[config.mk]
export PLATFORM = sky130hd
export DESIGN_NAME = flag_alu16
export DESIGN_NICKNAME = d
export VERILOG_FILES = /design/src/rtl/flag_alu16.sv
export SDC_FILE = /design/constraint.sdc
export NUM_CORES = 1
export LEC_CHECK = 0
export BUFFER_PORTS_ARGS = -buffer_cell sky130_fd_sc_hd__buf_2
export CORE_MARGIN = 4
export CORE_UTILIZATION = 40
export DETAILED_ROUTE_END_ITERATION = 6
export PLACE_DENSITY = 0.73
export SETUP_SLACK_MARGIN = 0.2
export SLEW_MARGIN = 15
export SYNTH_ARGS = -nofsm -noshare
export SYNTH_HDL_FRONTEND = slang
export SYNTH_SLANG_ARGS = --single-unit
[constraint.sdc]
create_clock -name clk -period 4.2 [get_ports clk]
set_input_delay 0 -clock clk [delete_from_list [all_inputs] [get_ports clk]]
set_output_delay 0 -clock clk [all_outputs]
set_load 0.02 [all_outputs]
[src/rtl/flag_alu16.sv]
module flag_alu16 #(
  parameter int W = 16
) (
  input  logic         clk,
  input  logic         rst_n,
  input  logic [W-1:0] op_a,
  input  logic [W-1:0] op_b,
  input  logic [2:0]   op_sel,
  input  logic         wr_en,
  input  logic [2:0]   ctl_set,
  input  logic [2:0]   ctl_clr,
  output logic [W-1:0] result,
  output logic [15:0]  flags
);
  localparam int CB = 0, PB = 2, AB = 4, ZB = 6, SB = 7, TB = 8, OB = 11;

  logic [W:0]   ext;
  logic         is_arith, is_sub, op_ok;
  logic         c_n, o_n, a_n;
  logic         c_q, p_q, a_q, z_q, s_q, o_q;
  logic [2:0]   ctl_q;

  assign is_sub   = (op_sel == 3'd1);
  assign is_arith = (op_sel == 3'd0) || is_sub;
  assign op_ok    = (op_sel <= 3'd4);

  always_comb begin
    ext = '0;
    case (op_sel)
      3'd0:    ext = {1'b0, op_a} + {1'b0, op_b};
      3'd1:    ext = {1'b0, op_a} - {1'b0, op_b};
      3'd2:    ext = {1'b0, op_a & op_b};
      3'd3:    ext = {1'b0, op_a | op_b};
      3'd4:    ext = {1'b0, op_a ^ op_b};
      default: ext = '0;
    endcase
  end

  assign result = ext[W-1:0];
  assign c_n = is_arith & ext[W];
  assign a_n = is_arith & (op_a[4] ^ op_b[4] ^ ext[4]);
  assign o_n = is_arith & (is_sub ? ((op_a[W-1] ^ op_b[W-1]) & (op_a[W-1] ^ ext[W-1]))
                                  : (~(op_a[W-1] ^ op_b[W-1]) & (op_a[W-1] ^ ext[W-1])));

  always_ff @(posedge clk) begin
    if (!rst_n) begin
      {c_q, p_q, a_q, z_q, s_q, o_q} <= '0;
    end else if (wr_en && op_ok) begin
      c_q <= c_n;
      p_q <= ~^result[7:0];
      a_q <= a_n;
      z_q <= (result == '0);
      s_q <= result[W-1];
      o_q <= o_n;
    end
  end

  always_ff @(posedge clk) begin
    if (!rst_n) ctl_q <= '0;
    else        ctl_q <= (ctl_q & ~ctl_clr) | ctl_set;
  end

  assign flags = {4'b0, o_q, ctl_q, s_q, z_q, 1'b0, a_q, 1'b0, p_q, 1'b1, c_q};

  a_r8_fixed_bits: assert property (@(posedge clk) disable iff (!rst_n)
    flags[1] && flags[3] == 1'b0 && flags[5] == 1'b0 && flags[15:12] == 4'b0);

  a_r9_ctl_hold: assert property (@(posedge clk) disable iff (!rst_n)
    (ctl_set == 3'b0 && ctl_clr == 3'b0) |=> $stable(flags[10:8]));

  a_r9_set_wins: assert property (@(posedge clk) disable iff (!rst_n)
    (ctl_set != 3'b0) |=> ((flags[10:8] & $past(ctl_set)) == $past(ctl_set)));

  a_r8_status_hold: assert property (@(posedge clk) disable iff (!rst_n)
    !wr_en |=> ($stable(flags[7:0]) && $stable(flags[OB])));

  a_r10_bad_op_hold: assert property (@(posedge clk) disable iff (!rst_n)
    (op_sel > 3'd4) |=> ($stable(flags[7:0]) && $stable(flags[OB])));

  a_r3_logic_clears: assert property (@(posedge clk) disable iff (!rst_n)
    (wr_en && op_sel >= 3'd2 && op_sel <= 3'd4) |=> (!flags[CB] && !flags[OB] && !flags[AB]));

  a_r5_zero_sign: assert property (@(posedge clk) disable iff (!rst_n)
    (wr_en && op_ok) |=> (flags[ZB] == ($past(result) == '0) && flags[SB] == $past(result[W-1])));

  a_r7_parity: assert property (@(posedge clk) disable iff (!rst_n)
    (wr_en && op_ok) |=> (flags[PB] == ($countones($past(result[7:0])) % 2 == 0)));

  a_r9_ctl_pos: assert property (@(posedge clk) disable iff (!rst_n)
    (ctl_clr[0] && !ctl_set[0]) |=> !flags[TB]);
endmodule

==> out/qor.yml, run 1 <==
synth_top_area_share_pct: 24.8
antenna_found_initial: 0
rr_startpoint: "ctl_q[2]"
antennaDiodeCount: 0
ys.warnings.count: 0
die_area_um2: 8040
htreeDepth: 1
via_per_inst: 5.51
grt_max_degree: 16
fp.dieH_um: 89.7
startpoint: "op_sel[1]"
syn_area_um2: 2670
finalMaxSlewViolations: 0
drc: 0
worstMarginPinSlew_ps: 588
hpwl_um: 6490
core_um2: 6420
cts_tree: "built"
min_period_ps: 3590
worst_clock_skew_ps: 0
syn2layout_area_growth_pct: 16.3
rows: 29
async_reset_ff_share_pct: 0
detailedRoute.firstIterationViolations: 154
ant_nets: 0
grt_pass1_vias: 2614
cp_max_fo: 15
fmax_mhz: 279
worstSkewPairLatency_ps: 240
fin_setup_tns_ps: 0
drive_gt1_share_pct: 20.3
grt.overflow.total: 0
synthCells: 382
start_util_pct: 41.6
required_ps: 4350
routedWlPerCell_um: 15.3
track_usage_pct: 19.4
synth-main-ff-cell: "dfxtp_1"
setup_viol: 0
yosysTopAreaCell: "ha_1"
period_share_pct: 85.5
grt_setup_unrepaired: "no"
report.final.hold_viol_count: 0
cp_data_arrival_time_ps: 3740
vdd_drop_max_mv: 0.0978
routabilityCongestion: 0.888
io_pins: 76
start_kind: "primary input"
maxSlewHeadroom_pct: 60.5
hold_class: "in2reg"
fp.dieW_um: 89.7
synth_area_leaders: "ha_1, xnor2_1, dfxtp_1"
cts_buffers: 3
post_cts_buffers: 0
maxCapViolCount: 0
clockRootBuffer: "clkbuf_8"
path_clk_slew_ps: 50
nets: 542
synth_edf_count: 0
min_from: "ctl_clr[1]"
io_buffers: 68
p_leak_nw: 1.62
grt_pass1_wl_um: 12400
status: "complete, no violations"
worstSetupEndpointType: "flip-flop"
cts_sinks: 9
first_pass_iters: 5
drt-total-wl_um: 7940
routed-via-count: 2865
clock_path_buffers: 2
final_core_util_pct: 48.3
yosysUniqueCellTypes: 51
yosys_register_bits: 9
avgSynthCellArea_um2: 6.99
power_density_nw_per_um2: 213
synth-seq-area-share_pct: 6.75
critPathKind: "in2reg"
power by group:
| group | switching (mW) | leakage [nW] | internal (mW) |
|---|---|---|---|
| Sequential | 0.00293 | 0.0738 | 0.0921 |
| Combinational | 0.279 | 1.52 | 0.185 |
| Clock | 0.0360 | 0.0228 | 0.0663 |
placed cells by master, fill, tap and decap left out, drive strengths merged, types with 6 or more instances in the layout:
cell / n
buf: 74
ha: 53
inv: 47
nor2: 38
a21oi: 31
nand2: 28
xnor2: 22
o21ai: 21
nand3: 12
a211oi: 11
dfxtp: 9
o21a: 8
nor3: 8
nor2b: 7
conb: 7
a31oi: 7
a21o: 6
xor2: 6
o31ai: 6
synthesized netlist by cell type (2+ instances only):
| cell type | count |
|---|---|
| ha_1 | 53 |
| buf_2 | 3 |
| nand2b_1 | 3 |
| nand3_1 | 11 |
| a21o_1 | 6 |
| a41oi_1 | 2 |
| nand4_1 | 2 |
| clkbuf_1 | 9 |
| o31ai_1 | 5 |
| nor2b_1 | 7 |
| dfxtp_1 | 9 |
| a211oi_1 | 11 |
| inv_1 | 47 |
| a21oi_1 | 31 |
| buf_4 | 13 |
| o21a_1 | 8 |
| and2_1 | 2 |
| nor2_1 | 38 |
| nor3_1 | 8 |
| o21ai_0 | 20 |
| conb_1 | 2 |
| nor4_1 | 2 |
| nand2_1 | 27 |
| xnor2_1 | 22 |
| a221oi_1 | 4 |
| a31oi_1 | 6 |
| or2_2 | 2 |
| xor2_1 | 6 |
worst max-delay path, cell delays in order:
cell and delay, ps:
buf_2 200, or2_2 440, nor2_1 230, buf_4 210, nor2_1 70, xnor2_1 150, ha_1 360, a21o_1 230
o21ai_2 140, a31oi_2 70, o21a_1 210, nor3_1 150, o31ai_1 120, or4b_1 530, or4_1 440, o31ai_2 180
sequential cells by signal, summed over array words and instances (netlist names):
register,count
ctl_q,3
a_q,1
c_q,1
o_q,1
p_q,1
s_q,1
z_q,1
per-stage QoR:
step / area (um^2) / std cells / power (mW) / hold slack [ps] / worst slack (ps)
after floorplan: 2690 / 387 / 0.431 / 124 / 498
after global placement: 3020 / 513 / 0.547 / 207 / 362
after detailed placement: 3020 / 513 / 0.552 / 216 / 280
after CTS: 3100 / 520 / 0.659 / 68.7 / 504
after global routing: 3100 / 520 / 0.722 / 79.1 / 277
final: 3100 / 520 / 0.662 / 69.3 / 611
path summary, 6_finish.rpt:
| check | end | slack, ps | cells after the start |
|---|---|---|---|
| worst max register to register | ctl_q[2] | 3510 | 2 |
| worst min register to register | o_q | 470 | 2 |
| worst min-delay path | ctl_q[1] | 70 | 3 |
| worst max-delay path | z_q | 610 | 16 |
area by class of cell:
cell class	count	area (um^2)
multi-input combinational	306	2190
timing repair buffer	77	415
sequential	9	180
inverter	47	176
fill	665	3320
tap	77	96.3
clock buffer	4	45.0
per-layer routing:
layer  part of all wire [%]  routed length (um)  track usage [%]
met1                     46                3620             26.2
met2                     47                3730             33.6
met3                    5.8                 457             1.82
met4                    1.8                 140             3.92
met5                      0                   0                0
what timing repair did:
action	CTS	global route
endpoints found under the setup margin	0	1
gates resized for setup	0	1
hold buffers	3	0
endpoints found under the hold margin	3	0
logic make-up after synthesis:
group,count (synthesis),share of synthesized area (%)
multiplexers,1,0.375
flip-flops,9,6.75
adder cells (fa/ha/maj),54,25.6
buffers and inverters,72,12.1
AND/OR/NAND/NOR,113,20.5
other,2,0.281
XOR/XNOR,28,9.19
AO/OA/AOI/OAI,103,25.2
Note: power is estimated with default switching activity, not from simulation.
==> run 2, diff against run 1 <==
--- a/config.mk
+++ b/config.mk
@@ -6,7 +6,6 @@
 export NUM_CORES = 1
 export LEC_CHECK = 0
 export BUFFER_PORTS_ARGS = -buffer_cell sky130_fd_sc_hd__buf_2
-export CORE_MARGIN = 4
 export CORE_UTILIZATION = 40
 export DETAILED_ROUTE_END_ITERATION = 6
 export PLACE_DENSITY = 0.73
==> run 2 against run 1 <==
Non-clock buffer count fell by 1. Design area fell by 0.44%. Hold slack got worse by 3.1 ps. Clock power barely moved. Flip-flop and latch count did not move. Utilization rose by 0.059 points. Fmax fell by 1.6%. Cell count fell by 0.19%. Clock skew did not move. Power fell by 0.30%. Count of clock-buffer cells in the layout did not move. Largest power group unchanged.
==> out/qor.yml, run 2 (same netlist as run 1, synthesis figures left out) <==
worstSkewPairLatency_ps: 240  # about the same
power_mw: 0.660  # was 0.662 mW
post_cts_buffers: 0  # unchanged
required_ps: 4350  # about the same
rows: 29  # unchanged
vdd_drop_max_mv: 0.152  # was 0.0978 mV
fillers: 671  # was 665
routedWlPerCell_um: 14.7  # was 15.3 um
regMostFlops: "ctl_q"  # unchanged
ant_nets: 0  # unchanged
antennaDiodeCount: 0  # unchanged
syn2layout_area_growth_pct: 15.8  # was 16.3%
fp.dieH_um: 83.7  # was 89.7 um
min_from: "ctl_clr[2]"  # was ctl_clr[1]
die_area_um2: 7000  # was 8040 um^2
clock_path_buffers: 2  # unchanged
htreeDepth: 1  # unchanged
fin_setup_tns_ps: 0  # unchanged
fin_ws_ps: 552  # was 611 ps
start_kind: "primary input"  # unchanged
grt_setup_unrepaired: "no"  # unchanged
cts_tree: "built"  # unchanged
setup_viol: 0  # unchanged
routabilityCongestion: 0.897  # was 0.888
path_clk_slew_ps: 50  # about the same
post-place-ws_ps: 366  # was 280 ps
fin_cells: 519  # was 520
r2r.worst_path.cells: 3  # was 2
report.final.hold_viol_count: 0  # unchanged
nets: 541  # was 542
maxSlewHeadroom_pct: 62.2  # was 60.5%
multi_input_area_um2: 2180  # was 2190 um^2
most-common-layout-cells: "buf_2, ha_1, inv_1, nor2_1, a21oi_1"  # unchanged
finalMaxSlewViolations: 0  # unchanged
p_leak_nw: 1.61  # was 1.62 nW
clockRootBuffer: "clkbuf_8"  # unchanged
track_usage_pct: 21.4  # was 19.4%
power_density_nw_per_um2: 214  # was 213 nW/um^2
drc: 0  # unchanged
maxCapViolCount: 0  # unchanged
globalRouteMet2Util_pct: 36.8  # was 33.6%
rr_startpoint: "p_q"  # was ctl_q[2]
drt-total-wl_um: 7630  # was 7940 um
start_util_pct: 41.8  # was 41.6%
core_um2: 6390  # was 6420 um^2
period_share_pct: 86.8  # was 85.5%
seq_area_um2: 180  # unchanged
drive_gt1_share_pct: 19.9  # was 20.3%
routed-via-count: 2819  # was 2865
whs_path_depth: 3  # unchanged
placed_area_um2: 3020  # about the same
cts_buffers: 3  # unchanged
grt_max_degree: 18  # was 16
hpwl_um: 6200  # was 6490 um
grt_pass1_vias: 2692  # was 2614
hold_class: "in2reg"  # unchanged
slowest_stage: "or4_1"  # was or4b_1
worst_clock_skew_ps: 0  # unchanged
min_period_ps: 3650  # was 3590 ps
path_cells: "buf_2 -> or2_2 -> nor2_1 -> a21o_1 -> xnor2_1 -> ha_1 -> o211ai_1 -> a21o_1 -> nand2_1 -> xor2_1 -> a221oi_1 -> ha_1 -> nand3_1 -> nor3_1 -> nand4_1 -> or4_1 -> o31ai_2"  # was buf_2 -> or2_2 -> nor2_1 -> buf_4 -> nor2_1 -> xnor2_1 -> ha_1 -> a21o_1 -> o21ai_2 -> a31oi_2 -> o21a_1 -> nor3_1 -> o31ai_1 -> or4b_1 -> or4_1 -> o31ai_2
grtUsageMet3_pct: 1.68  # was 1.82%
cp_max_fo: 15  # unchanged
cp_data_arrival_time_ps: 3800  # was 3740 ps
startpoint: "op_sel[1]"  # unchanged
worstMarginPinSlew_ps: 563  # was 588 ps
post-route-cell-area_um2: 3090  # was 3100 um^2
cts_sinks: 9  # unchanged
status: "complete, no violations"  # unchanged
top_usage_layer: "met2"  # unchanged
cts_hold_buf: 3  # unchanged
first_pass_iters: 4  # was 5
detailedRoute.firstIterationViolations: 166  # was 154
fp.dieW_um: 83.7  # was 89.7 um
grt_pass1_wl_um: 12600  # was 12400 um
grt.overflow.total: 0  # unchanged
io_buffers: 68  # unchanged
use_met1_pct: 29.4  # was 26.2%
cts_resized: 0  # unchanged
critPathKind: "in2reg"  # unchanged
io_pins: 76  # unchanged
dp.cells: 512  # was 513
largest_reg_flops: 3  # unchanged
cp_slowest_stage_delay_ps: 520  # was 530 ps
via_per_inst: 5.43  # was 5.51
antenna_found_initial: 0  # unchanged
final_common_cell: "buf_2"  # unchanged
fmax_mhz: 274  # was 279 MHz
worstSetupEndpointType: "flip-flop"  # unchanged
[run 2: per-layer routing]
| metal | wire [um] | share of wire [%] | up-vias |
|---|---|---|---|
| met5 | 0 | 0 | - |
| met4 | 133 | 1.7 | 0 |
| met3 | 437 | 5.7 | 14 |
| met2 | 3540 | 46 | 90 |
| met1 | 3520 | 46 | 1291 |
| li1 | - | - | 1424 |
[run 2: path summary, 6_finish.rpt]
| check | end | slack, ps |
|---|---|---|
| setup / recovery | z_q | 550 |
| hold / removal | ctl_q[2] | 70 |
| hold reg to reg | o_q | 460 |
| setup reg to reg | p_q | 3510 |
[run 2: layout make-up]
cell class	count	share of cell area, %
multi-input cells	306	70.7
inverters	47	5.71
flip-flops and latches	9	5.83
well taps	77	3.12
clock buffers	4	1.46
repair buffers	76	13.2
[run 2: report_power, final]
part	internal (mW)	switching (mW)
Combinational	0.184	0.279
Clock	0.0663	0.0361
Sequential	0.0920	0.00254
[run 2: critical path: cells and delay by family]
kind / cells / cell delay (ps)
AND/OR/NAND/NOR: 7 / 1620
AO/OA/AOI/OAI: 5 / 1140
adder cells (fa/ha/maj): 2 / 560
XOR/XNOR: 2 / 280
buffers and inverters: 1 / 190
[run 2: per-stage QoR]
stage,hold WS [ps],util [%]
4_1_cts,64.5,48.4
5_1_grt,86.6,48.4
3_5_place_dp,213,47.2
6_report,66.2,48.4
2_1_floorplan,124,-
3_3_place_gp,207,47.2
==> run 3, diff against run 2 <==
--- a/config.mk
+++ b/config.mk
@@ -9,7 +9,7 @@
 export CORE_UTILIZATION = 40
 export DETAILED_ROUTE_END_ITERATION = 6
 export PLACE_DENSITY = 0.73
-export SETUP_SLACK_MARGIN = 0.2
+export RECOVER_POWER = 25
 export SLEW_MARGIN = 15
 export SYNTH_ARGS = -nofsm -noshare
 export SYNTH_HDL_FRONTEND = slang
==> run 3 against run 2 <==
Clock power barely moved. Combinational power hardly changed. Worst setup slack better by 2.9 ps. Flip-flop and latch count unchanged. Critical path depth unchanged. Hold slack is essentially flat. Global-route usage stayed put. Critical path type unchanged.
==> out/qor.yml, run 3 (same netlist as run 1, synthesis figures left out) <==
status: "complete, no violations"  # unchanged
nets: 541  # unchanged
path_clk_slew_ps: 50  # about the same
power_density_nw_per_um2: 214  # about the same
track_usage_pct: 21.4  # unchanged
clock_path_buffers: 2  # unchanged
fin_setup_tns_ps: 0  # unchanged
maxCapViolCount: 0  # unchanged
post-place-ws_ps: 366  # unchanged
clockRootBuffer: "clkbuf_8"  # unchanged
routedWlPerCell_um: 14.7  # about the same
whs_path_depth: 3  # unchanged
largest_reg_flops: 3  # unchanged
seq_area_um2: 180  # unchanged
report.final.hold_viol_count: 0  # unchanged
finalMaxSlewViolations: 0  # unchanged
maxSlewHeadroom_pct: 62.4  # was 62.2%
fmax_mhz: 274  # about the same
start_kind: "primary input"  # unchanged
cts_tree: "built"  # unchanged
vdd_drop_max_mv: 0.149  # was 0.152 mV
grt_pass1_wl_um: 12600  # unchanged
htreeDepth: 1  # unchanged
hpwl_um: 6200  # unchanged
start_util_pct: 41.8  # unchanged
rows: 29  # unchanged
multi_input_area_um2: 2180  # unchanged
grt.overflow.total: 0  # unchanged
r2r.worst_path.cells: 3  # unchanged
ant_nets: 0  # unchanged
routabilityCongestion: 0.897  # unchanged
most-common-layout-cells: "buf_2, ha_1, inv_1, nor2_1, a21oi_1"  # unchanged
worst_clock_skew_ps: 0  # unchanged
antennaDiodeCount: 0  # unchanged
grt_setup_unrepaired: "no"  # unchanged
grt_pass1_vias: 2692  # unchanged
drc: 0  # unchanged
worstSetupEndpointType: "flip-flop"  # unchanged
grt_max_degree: 18  # unchanged
p_leak_nw: 1.59  # was 1.61 nW
fillers: 669  # was 671
first_pass_iters: 4  # unchanged
routed-via-count: 2827  # was 2819
cts_sinks: 9  # unchanged
final_common_cell: "buf_2"  # unchanged
detailedRoute.firstIterationViolations: 181  # was 166
setup_viol: 0  # unchanged
via_per_inst: 5.45  # was 5.43
drt-total-wl_um: 7650  # was 7630 um
syn2layout_area_growth_pct: 15.5  # was 15.8%
hold_class: "in2reg"  # unchanged
fin_ws_ps: 555  # was 552 ps
final_core_util_pct: 48.3  # was 48.4%
fp.dieH_um: 83.7  # unchanged
antenna_found_initial: 0  # unchanged
io_buffers: 68  # unchanged
io_pins: 76  # unchanged
die_area_um2: 7000  # unchanged
period_share_pct: 86.8  # about the same
worstSkewPairLatency_ps: 240  # about the same
critPathKind: "in2reg"  # unchanged
required_ps: 4350  # about the same
fp.dieW_um: 83.7  # unchanged
drive_gt1_share_pct: 18.6  # was 19.9%
min_period_ps: 3640  # was 3650 ps
core_um2: 6390  # unchanged
worstMarginPinSlew_ps: 560  # was 563 ps
cp_max_fo: 15  # unchanged
cts_buffers: 3  # unchanged
cp_data_arrival_time_ps: 3790  # was 3800 ps
regMostFlops: "ctl_q"  # unchanged
==> run 3: cell count changes in the layout (fill, tap and decap cells not counted), sizes merged <==
cell,previous run,this run
buf,73,67
clkbuf,4,10
==> run 3: worst paths after layout <==
path	startpoint	to	slack [ps]
setup / recovery	op_sel[1]	z_q	560
hold / removal	ctl_clr[2]	ctl_q[2]	70
setup reg to reg	p_q	p_q	3500
hold reg to reg	o_q	o_q	460
==> run 3: routing by layer <==
layer | share of wire (%) | vias up | routed length [um] | track usage [%]
met1 | 46 | 1295 | 3510 | 29.4
met4 | 1.7 | 0 | 133 | 4.01
met5 | 0 | - | 0 | 0
li1 | - | 1424 | - | -
met2 | 46 | 94 | 3550 | 36.8
met3 | 6.0 | 14 | 457 | 1.68
==> run 3: stage by stage <==
stage          cell area (um^2)  hold WS [ps]  std cells  total power [mW]
5_1_grt                    3080          86.6        519             0.712
3_5_place_dp               3020           213        512             0.550
4_1_cts                    3090          64.5        519             0.658
6_report                   3080          66.0        519             0.659
3_3_place_gp               3020           207        512             0.544
2_1_floorplan              2690           124        387             0.431
==> run 3: what timing repair did <==
action,4_1_cts,5_1_grt
hold endpoints to repair,3,0
resized for setup,0,0
buffers inserted,0,0
hold buffers,3,0
==> run 3: power by group <==
part / switching, mW / internal (mW) / total [mW] / leakage (nW)
Clock: 0.0361 / 0.0663 / 0.102 / 0.0228
Sequential: 0.00274 / 0.0920 / 0.0948 / 0.0738
Combinational: 0.279 / 0.183 / 0.462 / 1.49
==> run 3: layout make-up <==
class | count | share of cell area (%)
repair buffers | 76 | 13.0
well taps | 77 | 3.12
inverters | 47 | 5.72
multi-input cells | 306 | 70.9
clock buffers | 4 | 1.46
flip-flops and latches | 9 | 5.84
==> run 3: worst max-delay path: stages <==
cell      delay, ps
buf_2           190
or2_2           440
nor2_1          220
a21o_1          130
xnor2_1         130
ha_1            320
o211ai_1        190
a21o_1          140
nand2_1          90
xor2_1          150
a221oi_1        490
ha_1            240
nand3_1          70
nor3_1          170
nand4_1         110
or4_1           520
o31ai_2         180
